## src/rtl/pmr_pkg.sv

```systemverilog
package pmr_pkg;

  typedef enum logic [2:0] {
    ST_IDLE, ST_REQ, ST_AACK, ST_ADDR, ST_DATA, ST_DRAIN
  } pmr_st_t;

  localparam int STAT_W = 10;

  // Stage vector: one bit per stage plus phase-done and wide-target flags.
  function automatic logic [STAT_W-1:0] status_word(pmr_st_t s, logic done_q, logic wide);
    logic [STAT_W-1:0] w;
    w    = '0;
    w[0] = (s == ST_REQ);
    w[1] = (s == ST_AACK);
    w[2] = (s == ST_ADDR);
    w[3] = (s == ST_DATA) || (s == ST_DRAIN);
    w[8] = done_q;
    w[9] = wide && w[3];
    return w;
  endfunction

  // Initiator-ready: unconditional for the first phase, else gated by local ready.
  function automatic logic irdy_wanted(logic in_data, logic first_pend, logic rdy_q);
    return in_data && (first_pend || rdy_q);
  endfunction

endpackage

```

## src/rtl/pmr_bus_fsm.sv

```systemverilog
module pmr_bus_fsm
  import pmr_pkg::*;
#(
  parameter int DEVSEL_WAIT = 5,
  localparam int CW = $clog2(DEVSEL_WAIT + 1)
) (
  input  logic    clk,
  input  logic    rst_n,
  input  logic    lreq,
  input  logic    llast,
  input  logic    gnt_n,
  input  logic    bus_frame_n,
  input  logic    bus_irdy_n,
  input  logic    devsel_n,
  input  logic    trdy_n,
  input  logic    ack64_n,
  input  logic    rdy_q,
  input  logic    word_pending,
  input  logic    dxfr,
  output pmr_st_t st,
  output logic    first_pend,
  output logic    fin,
  output logic    irdy_on,
  output logic    xfer,
  output logic    xfer_q,
  output logic    wide,
  output logic    abort_q
);

  pmr_st_t       st_nxt;
  logic          last_q;
  logic          claimed;
  logic [CW-1:0] dcnt;
  logic          abort_now;
  logic          last_now;
  logic          bus_idle;

  assign bus_idle  = bus_frame_n && bus_irdy_n;
  assign last_now  = last_q || llast;
  assign irdy_on   = irdy_wanted(st == ST_DATA, first_pend, rdy_q);
  assign xfer      = irdy_on && !trdy_n && !devsel_n;
  assign abort_now = (st == ST_DATA) && !claimed && devsel_n && (dcnt == CW'(DEVSEL_WAIT - 1));

  always_comb begin
    st_nxt = st;
    unique case (st)
      ST_IDLE:  if (lreq) st_nxt = ST_REQ;
      ST_REQ:   if (!gnt_n && bus_idle) st_nxt = ST_AACK;
      ST_AACK:  st_nxt = ST_ADDR;
      ST_ADDR:  st_nxt = ST_DATA;
      ST_DATA: begin
        if (abort_now)       st_nxt = ST_IDLE;
        else if (xfer && fin) st_nxt = ST_DRAIN;
      end
      ST_DRAIN: if (!word_pending || dxfr) st_nxt = ST_IDLE;
      default:  st_nxt = ST_IDLE;
    endcase
  end

  always_ff @(posedge clk or negedge rst_n) begin
    if (!rst_n) begin
      st         <= ST_IDLE;
      last_q     <= 1'b0;
      fin        <= 1'b0;
      first_pend <= 1'b0;
      claimed    <= 1'b0;
      dcnt       <= '0;
      wide       <= 1'b0;
      xfer_q     <= 1'b0;
      abort_q    <= 1'b0;
    end else begin
      st      <= st_nxt;
      xfer_q  <= xfer;
      abort_q <= abort_now;
      if (st == ST_IDLE) last_q <= lreq && llast;
      else if (llast)    last_q <= 1'b1;
      case (st)
        ST_ADDR: begin
          fin        <= last_now;
          first_pend <= 1'b1;
          claimed    <= 1'b0;
          dcnt       <= '0;
          wide       <= 1'b0;
        end
        ST_DATA: begin
          if (xfer && last_now) fin <= 1'b1;
          if (xfer) first_pend <= 1'b0;
          if (!devsel_n) claimed <= 1'b1;
          else if (!claimed) dcnt <= dcnt + 1'b1;
          if (!devsel_n && !ack64_n) wide <= 1'b1;
        end
        ST_IDLE: fin <= 1'b0;
        default: ;
      endcase
    end
  end

endmodule

```

## src/rtl/pmr_local_port.sv

```systemverilog
module pmr_local_port #(
  parameter int DW = 64
) (
  input  logic          clk,
  input  logic          rst_n,
  input  logic          lrdy,
  input  logic          xfer,
  input  logic [DW-1:0] ad_in,
  output logic          rdy_q,
  output logic          ack_q,
  output logic          dxfr,
  output logic [DW-1:0] data_q
);

  assign dxfr = ack_q && rdy_q;

  always_ff @(posedge clk or negedge rst_n) begin
    if (!rst_n) begin
      rdy_q  <= 1'b0;
      ack_q  <= 1'b0;
      data_q <= '0;
    end else begin
      rdy_q <= lrdy;
      if (xfer) begin
        data_q <= ad_in;
        ack_q  <= 1'b1;
      end else if (dxfr) begin
        ack_q <= 1'b0;
      end
    end
  end

endmodule

```

## src/rtl/pmr64_read_master.sv

```systemverilog
module pmr64_read_master
  import pmr_pkg::*;
#(
  parameter int DW = 64,
  parameter int AW = 32,
  parameter int DEVSEL_WAIT = 5,
  localparam int BEW = DW / 8
) (
  input  logic              clk,
  input  logic              rst_n,
  input  logic              lreq,
  input  logic              llast,
  input  logic              lrdy,
  input  logic [AW-1:0]     laddr,
  input  logic [3:0]        lcmd,
  input  logic [BEW-1:0]    lbe,
  output logic              adr_ack,
  output logic              lack,
  output logic              ldxfr,
  output logic              lo_ack,
  output logic              hi_ack,
  output logic [DW-1:0]     ldata,
  output logic [STAT_W-1:0] status,
  output logic              abort_flag,
  output logic              req_n,
  input  logic              gnt_n,
  input  logic              bus_frame_n,
  input  logic              bus_irdy_n,
  output logic              frame_n,
  output logic              req64_n,
  output logic              irdy_n,
  output logic              ctl_oe,
  output logic [DW-1:0]     ad_out,
  output logic              ad_oe,
  input  logic [DW-1:0]     ad_in,
  output logic [BEW-1:0]    cbe_out,
  output logic              cbe_oe,
  input  logic              devsel_n,
  input  logic              trdy_n,
  input  logic              ack64_n
);

  pmr_st_t        st;
  logic           first_pend, fin, irdy_on, xfer, xfer_q, wide, abort_q;
  logic           rdy_q, ack_q, dxfr;
  logic [AW-1:0]  addr_q;
  logic [3:0]     cmd_q;
  logic [BEW-1:0] be_q;

  pmr_bus_fsm #(.DEVSEL_WAIT(DEVSEL_WAIT)) u_fsm (
    .clk(clk), .rst_n(rst_n), .lreq(lreq), .llast(llast), .gnt_n(gnt_n),
    .bus_frame_n(bus_frame_n), .bus_irdy_n(bus_irdy_n), .devsel_n(devsel_n),
    .trdy_n(trdy_n), .ack64_n(ack64_n), .rdy_q(rdy_q), .word_pending(ack_q),
    .dxfr(dxfr), .st(st), .first_pend(first_pend), .fin(fin), .irdy_on(irdy_on),
    .xfer(xfer), .xfer_q(xfer_q), .wide(wide), .abort_q(abort_q)
  );

  pmr_local_port #(.DW(DW)) u_lport (
    .clk(clk), .rst_n(rst_n), .lrdy(lrdy), .xfer(xfer), .ad_in(ad_in),
    .rdy_q(rdy_q), .ack_q(ack_q), .dxfr(dxfr), .data_q(ldata)
  );

  always_ff @(posedge clk or negedge rst_n) begin
    if (!rst_n) begin
      addr_q <= '0;
      cmd_q  <= '0;
      be_q   <= '0;
    end else begin
      if (st == ST_AACK) begin
        addr_q <= laddr;
        cmd_q  <= lcmd;
      end
      if (st == ST_ADDR) be_q <= lbe;
    end
  end

  assign req_n      = !(st == ST_REQ || st == ST_AACK || st == ST_ADDR);
  assign adr_ack    = (st == ST_AACK);
  assign frame_n    = !(st == ST_ADDR || (st == ST_DATA && !fin));
  assign req64_n    = frame_n;
  assign irdy_n     = !irdy_on;
  assign ctl_oe     = (st == ST_AACK) || (st == ST_ADDR) || (st == ST_DATA) || (st == ST_DRAIN);
  assign ad_oe      = (st == ST_ADDR);
  assign ad_out     = ad_oe ? {{(DW-AW){1'b0}}, addr_q} : '0;
  assign cbe_oe     = (st == ST_ADDR) || (st == ST_DATA);
  assign cbe_out    = (st == ST_ADDR) ? {{(BEW-4){1'b0}}, cmd_q} : be_q;
  assign lack       = ack_q;
  assign ldxfr      = dxfr;
  assign lo_ack     = dxfr;
  assign hi_ack     = dxfr && wide;
  assign status     = status_word(st, xfer_q, wide);
  assign abort_flag = abort_q;

endmodule

```

## config.mk

```make
export PLATFORM = sky130hd
export DESIGN_NAME = pmr64_read_master
export DESIGN_NICKNAME = d
export VERILOG_FILES = /design/src/rtl/pmr_pkg.sv /design/src/rtl/pmr_bus_fsm.sv /design/src/rtl/pmr_local_port.sv /design/src/rtl/pmr64_read_master.sv
export SDC_FILE = /design/constraint.sdc
export NUM_CORES = 1
export LEC_CHECK = 0
export BUFFER_PORTS_ARGS = -buffer_cell sky130_fd_sc_hd__buf_2
export CELL_PAD_IN_SITES_DETAIL_PLACEMENT = 2
export CELL_PAD_IN_SITES_GLOBAL_PLACEMENT = 2
export CORE_MARGIN = 1.5
export CORE_UTILIZATION = 28
export CTS_BUF_LIST = sky130_fd_sc_hd__clkbuf_16
export DETAILED_ROUTE_END_ITERATION = 7
export PLACE_DENSITY_LB_ADDON = 0.1
export SLEW_MARGIN = 10
export SYNTH_ARGS = -nofsm -noshare
export SYNTH_HDL_FRONTEND = slang
export SYNTH_SLANG_ARGS = --single-unit
export TNS_END_PERCENT = 20
```

## constraint.sdc

```tcl
create_clock -name clk -period 2.2 [get_ports clk]
set_input_delay 0.11 -clock clk [delete_from_list [all_inputs] [get_ports clk]]
set_output_delay 0.11 -clock clk [all_outputs]
set_load 0.05 [all_outputs]
```

# --- Word level (Yosys, flattened, before mapping) ---
# Cells that the tools add are included.
totals:
  mem_bits_ro: 0
  n_memories: 0
  ramBits: 0
  ff_bits: 123
  out_inout_bits: 159
  latch_bits: 0
op_classes:
  addsub: 1
  bitwise: 0
  div_mod_pow: 0
  n_reduce_logical: 48
  shifts: 0
  n_mux: 23
  mul: 0
  n_eq_ne: 16
  n_lt_le_gt_ge: 0
op_table:
  columns: ["operator", "count"]
  rows:
  - ["2-to-1 mux 32 bit", 1]
  - ["2-to-1 mux 3 bit", 7]
  - ["case mux 3 bit (6 select lines)", 1]
  - ["logical AND 1 bit", 16]
  - ["logical OR 1 bit", 11]
  - ["logical NOT 1 bit", 10]
  - ["inequality test 2 x 1 -> 1 bit, second input constant", 5]
  - ["== test 3 bit, second input constant", 3]
  - ["2-to-1 mux 1 bit", 8]
  - ["2-to-1 mux 8 bit", 1]
  - ["inequality test 2 bit, second input constant", 4]
  - ["AND reduction 2 bit", 4]
  - ["== test 3 x 2 -> 1 bit, second input constant", 2]
  - ["case mux 1 bit (2 select lines)", 3]
  - ["case mux 3 bit (2 select lines)", 1]
  - ["nonzero test 2 bit", 3]
  - ["AND reduction 4 bit", 1]
  - ["adder 3 x 1 -> 3 bit, second input constant", 1]
  - ["== test 3 x 1 -> 1 bit, second input constant", 1]
  - ["logical NOT 3 bit", 1]
  - ["inequality test 3 x 1 -> 1 bit, second input constant", 1]
  - ["case mux 1 bit (3 select lines)", 1]
  - ["AND reduction 3 bit", 1]
  - ["nonzero test 3 bit", 1]

# --- Logic depth before layout (Yosys ltp) ---
depth:
  ltp_word: 8
  depth_mapped: 6
  mapped_depth_nobuf: 5

# --- Hierarchy ---
# Synthesis repeated with hierarchy kept, for this count alone.
unflattened:
  hier_cells: 409
  hier_area_um2: 5796.8
by_module_without_submodules:
  columns: ["module", "n_inst", "area_each_um2", "cells_per_inst"]
  rows:
  - ["pmr_local_port", 1, 2646.3, 140]
  - ["pmr64_read_master", 1, 2408.6, 193]
  - ["pmr_bus_fsm", 1, 742.0, 76]

# --- Least setup slack after synthesis ---
# OpenSTA, ideal clock, no wires.
synth_timing:
  path_kind: "register to output"
  from: "reg u_fsm.st[1]"
  to: "out req64_n"
  required_time_ns: 2.090
  slack_ns: -0.244
  stages_incl_launch_ff: 7
  t_arrival_ns: 2.334
  cell_sequence: "dfrtp_1 buf_2 nand3b_1 clkinv_1 buf_2 nor2_1 buf_4"
synth_between:
  elab_cells_between_ends: 5
  classes_between: "2 x eq/ne; 3 x reduce/logical"
synth_lines:
  columns: ["element", "line", "source"]
  rows:
  - ["start: declaration", "pmr_bus_fsm.sv:20", "output pmr_st_t st,"]
  - ["start signal: assignment", "pmr_bus_fsm.sv:72", "st <= st_nxt;"]
  - ["== test 3 x 2 -> 1 bit", null, null]
  - ["net ad_oe", "pmr64_read_master.sv:34", "output logic ad_oe,"]
  - ["logical OR 1 bit", "pmr64_read_master.sv:79", "assign frame_n = !(st == ST_ADDR || (st == ST_DATA && !fin));"]
  - ["logical NOT 1 bit", "pmr64_read_master.sv:79", null]
  - ["end: declaration", "pmr64_read_master.sv:30", "output logic req64_n,"]
# The timed path passes the listed nets, and every way through them passes these cells.

# --- Worst setup path in the final report ---
layout_timing:
  from: "reg u_fsm.st[2]"
  to: "out ad_out[26]"
layout_between:
  elab_chain_cells: 2
layout_lines:
  columns: ["element", "line", "source"]
  rows:
  - ["== test 3 x 2 -> 1 bit", "pmr64_read_master.sv:83", "assign ad_oe = (st == ST_ADDR);"]
  - ["2-to-1 mux 32 bit", "pmr64_read_master.sv:84", "assign ad_out = ad_oe ? {{(DW-AW){1'b0}}, addr_q} : '0;"]
  - ["end: declaration", "pmr64_read_master.sv:33", "output logic [DW-1:0] ad_out,"]
# Every way passes these cells.

==> impl_metrics.ini <==
[layout]
final_common_cell = buf_2
multiInputGateArea_mm2 = 0.00202
drive_above_1_share_pct = 45.6
final_cell_mix = buf_2 (233), dfrtp_1 (123), dlygate4sd3_1 (113)
area_growth_pct = 57.1
fillers = 1960
stdcell_count = 1041
area.sequential_mm2 = 0.00308
layout.nets = 891

[timing]
setup-violations-final = 0
worst_slack_ns = 0.156
setup_tns_ns = 0
rsz0062_at_grt = no
fmax_mhz = 489
slew_viol_final = 0
finalHoldViolations = 0
finalCritPeriodShare_pct = 92.9
fin_worst_skew_ns = 0.00975
fin_crit_ns = 2.04

[run]
drv_cap = 0

[pwr]
power.density_mw_per_mm2 = 1470
total_power_mw = 12.5
vdd.ir_drop.worst_v = 0.000618
leakagePower_nw = 4.32

[floorplan]
die_area_mm2 = 0.0202
placeableCoreArea_mm2 = 0.0188
initial_core_util_pct = 28.8
core.rowCount = 50
die_w_um = 142
ios = 278
die_height_um = 142

[logic_synthesis]
synth_edf_count = 0
postSynthAreaPerCell_um2 = 13.2
ys_async_sr_fraction_pct = 100
synth_area_mm2 = 0.00542
synth_seq_cells = 123
synthCells = 411
synth_ff_type = dfrtp_1
ys_warn_count = 0
synth_cell_types = 42
seq_area_frac_synth_pct = 56.8

[drt]
dr_total_vias = 4435
antenna_left = 0
wl_per_cell_um = 17.3
drt_first_pass_iters = 4
post-route-drc-count = 0
wl_mm = 18.0
avgViaCountPerCell = 4.26
drtIter0Drc = 109

[clock_tree]
clk_latency_ns = 0.41
numCtsBuffers = 17
cts.sinks = 123
cts_root_buf = clkbuf_16
clockBufferDepth = 2
htree_levels = 4
cts_tree = built
cts.clk_slew.worst_paths_ns = 0.05

[outcome]
status = complete, no violations

[placed_design]
dp_hpwl_mm = 11.6
dp_cells = 898
place_congestion = 0.700
pre_cts_ws_ns = 0.327
io_buffers = 241

[worst_hold_path]
holdPathStages = 3
hp-class = in -> reg
min-delay-start = lreq

[worst_setup_path]
path_buf_inv = 4
rr_worst_depth = 4
crit_type = reg -> out
end_kind = primary output
r2r_start = u_fsm.st[0]
critical_path.max_fanout = 20
worstSetupStartpoint = u_fsm.st[2]
path_common_cell = buf_4
critPathArrivalTime_ns = 1.93
slowest_delay_ns = 0.37
crit_family = buffers and inverters
cp_slowest_cell = dfrtp_1
start_kind = register
cp.depth = 6
worstPathRequired_ns = 2.09
cp_cell_sequence = buf_4, nand3b_1, clkinv_1, buf_4, and2_1, buf_2

[grt]
antenna_found_initial = 1
overflow = 0
grtUsageTotal_pct = 18.5
grt_max_degree = 42
grt_pass1_wl_mm = 28.1
grt_pass1_vias = 5082
## through the flow
stage | area, um^2 | util (%) | hold slack [ns]
after global routing | 8510 | 45.2 | 0.0182
after detailed placement | 6790 | 36.1 | 0.000817
after floorplan | 5550 | - | -0.186
after global placement | 6790 | 36.1 | -0.000949
final | 8510 | 45.2 | 0.0249
after CTS | 8490 | 45.1 | 0.00741
## worst register-to-register path, stage by stage, from the launching register on
cell and delay [ns]:
dfrtp_1 0.41, buf_4 0.20, or3b_4 0.45, o31ai_1 0.25
dlygate4sd3_1 0.59
## Yosys cell counts, types with 2 or more instances
cell / number / share of area, %
o21ai_0: 6 / 0.55
dfrtp_1: 123 / 57
clkbuf_1: 6 / 0.42
buf_2: 6 / 0.55
buf_6: 4 / 0.83
inv_1: 6 / 0.42
mux2_1: 28 / 5.8
and3_1: 2 / 0.23
o211ai_1: 2 / 0.28
and2_1: 38 / 4.4
ha_1: 2 / 0.46
mux2_2: 72 / 15
nand3b_1: 3 / 0.42
nor2b_1: 5 / 0.58
buf_4: 45 / 6.2
a2111oi_0: 2 / 0.32
nand2_1: 22 / 1.5
a21o_1: 5 / 0.69
nand3_1: 2 / 0.18
nor2_1: 9 / 0.62
o31ai_1: 2 / 0.28
## final cells by class
type,instances,share of cell area (%)
inverter,7,0.309
multi-input combinational,255,23.7
timing repair buffer,366,29.4
clock inverter,12,1.60
tap,260,3.82
sequential,123,36.2
clock buffer,17,5.00
antenna,1,0.0294
## where the power goes
group	switching (mW)	internal, mW	total (mW)
Clock	0.990	1.74	2.73
Sequential	0.524	3.29	3.82
Combinational	4.22	1.75	5.97
## timing repair
item / CTS / global route
hold endpoints to repair: 234 / 0
gates resized for setup: 1 / 8
endpoints found under the setup margin: 2 / 19
hold buffers: 113 / 0
setup buffers: 0 / 0
## cell families (layout without fill, tap and decap cells)
group	after synthesis	in the layout	share of synthesized area, %
and+or+nand+nor	89	89	9.49
xor gates and xnor gates	2	2	0.323
DFF	123	123	56.8
buffers and inverters	68	402	8.52
muxes	101	101	21.0
AOI/OAI and AO/OA	25	25	3.35
adders and majority gates	2	2	0.462
other	1	37	0.0692
## sequential cells by signal, summed over array words and instances, names as in the netlist
signal and flops:
u_fsm.xfer_q 1, u_fsm.fin 1, u_fsm.wide 1, u_fsm.first_pend 1
be_q 8, u_fsm.last_q 1, u_fsm.dcnt 3, u_fsm.abort_q 1
addr_q 32, u_lport.ack_q 1, u_lport.data_q 64, cmd_q 4
u_fsm.claimed 1, u_lport.rdy_q 1, u_fsm.st 3
## routing by layer
layer / track usage, % / vias to the layer above / wire length, um
met3: 5.72 / 25 / 1150
li1: - / 2026 / -
met5: 0 / - / 0
met1: 19.4 / 2215 / 6630
met4: 7.16 / 0 / 415
met2: 34.2 / 169 / 9770
## final timing paths
check | endpoint | slack (ns)
worst max-delay path | ad_out[26] | 0.16
worst min-delay path | u_fsm.last_q | 0.02
worst max register to register | u_fsm.wide | 0.23
worst min register to register | be_q[2] | 0.47
max in group asynchronous | u_lport.data_q[33] | 1.43
min in group asynchronous | be_q[4] | 0.11
Power figures use the tool's default switching activity.
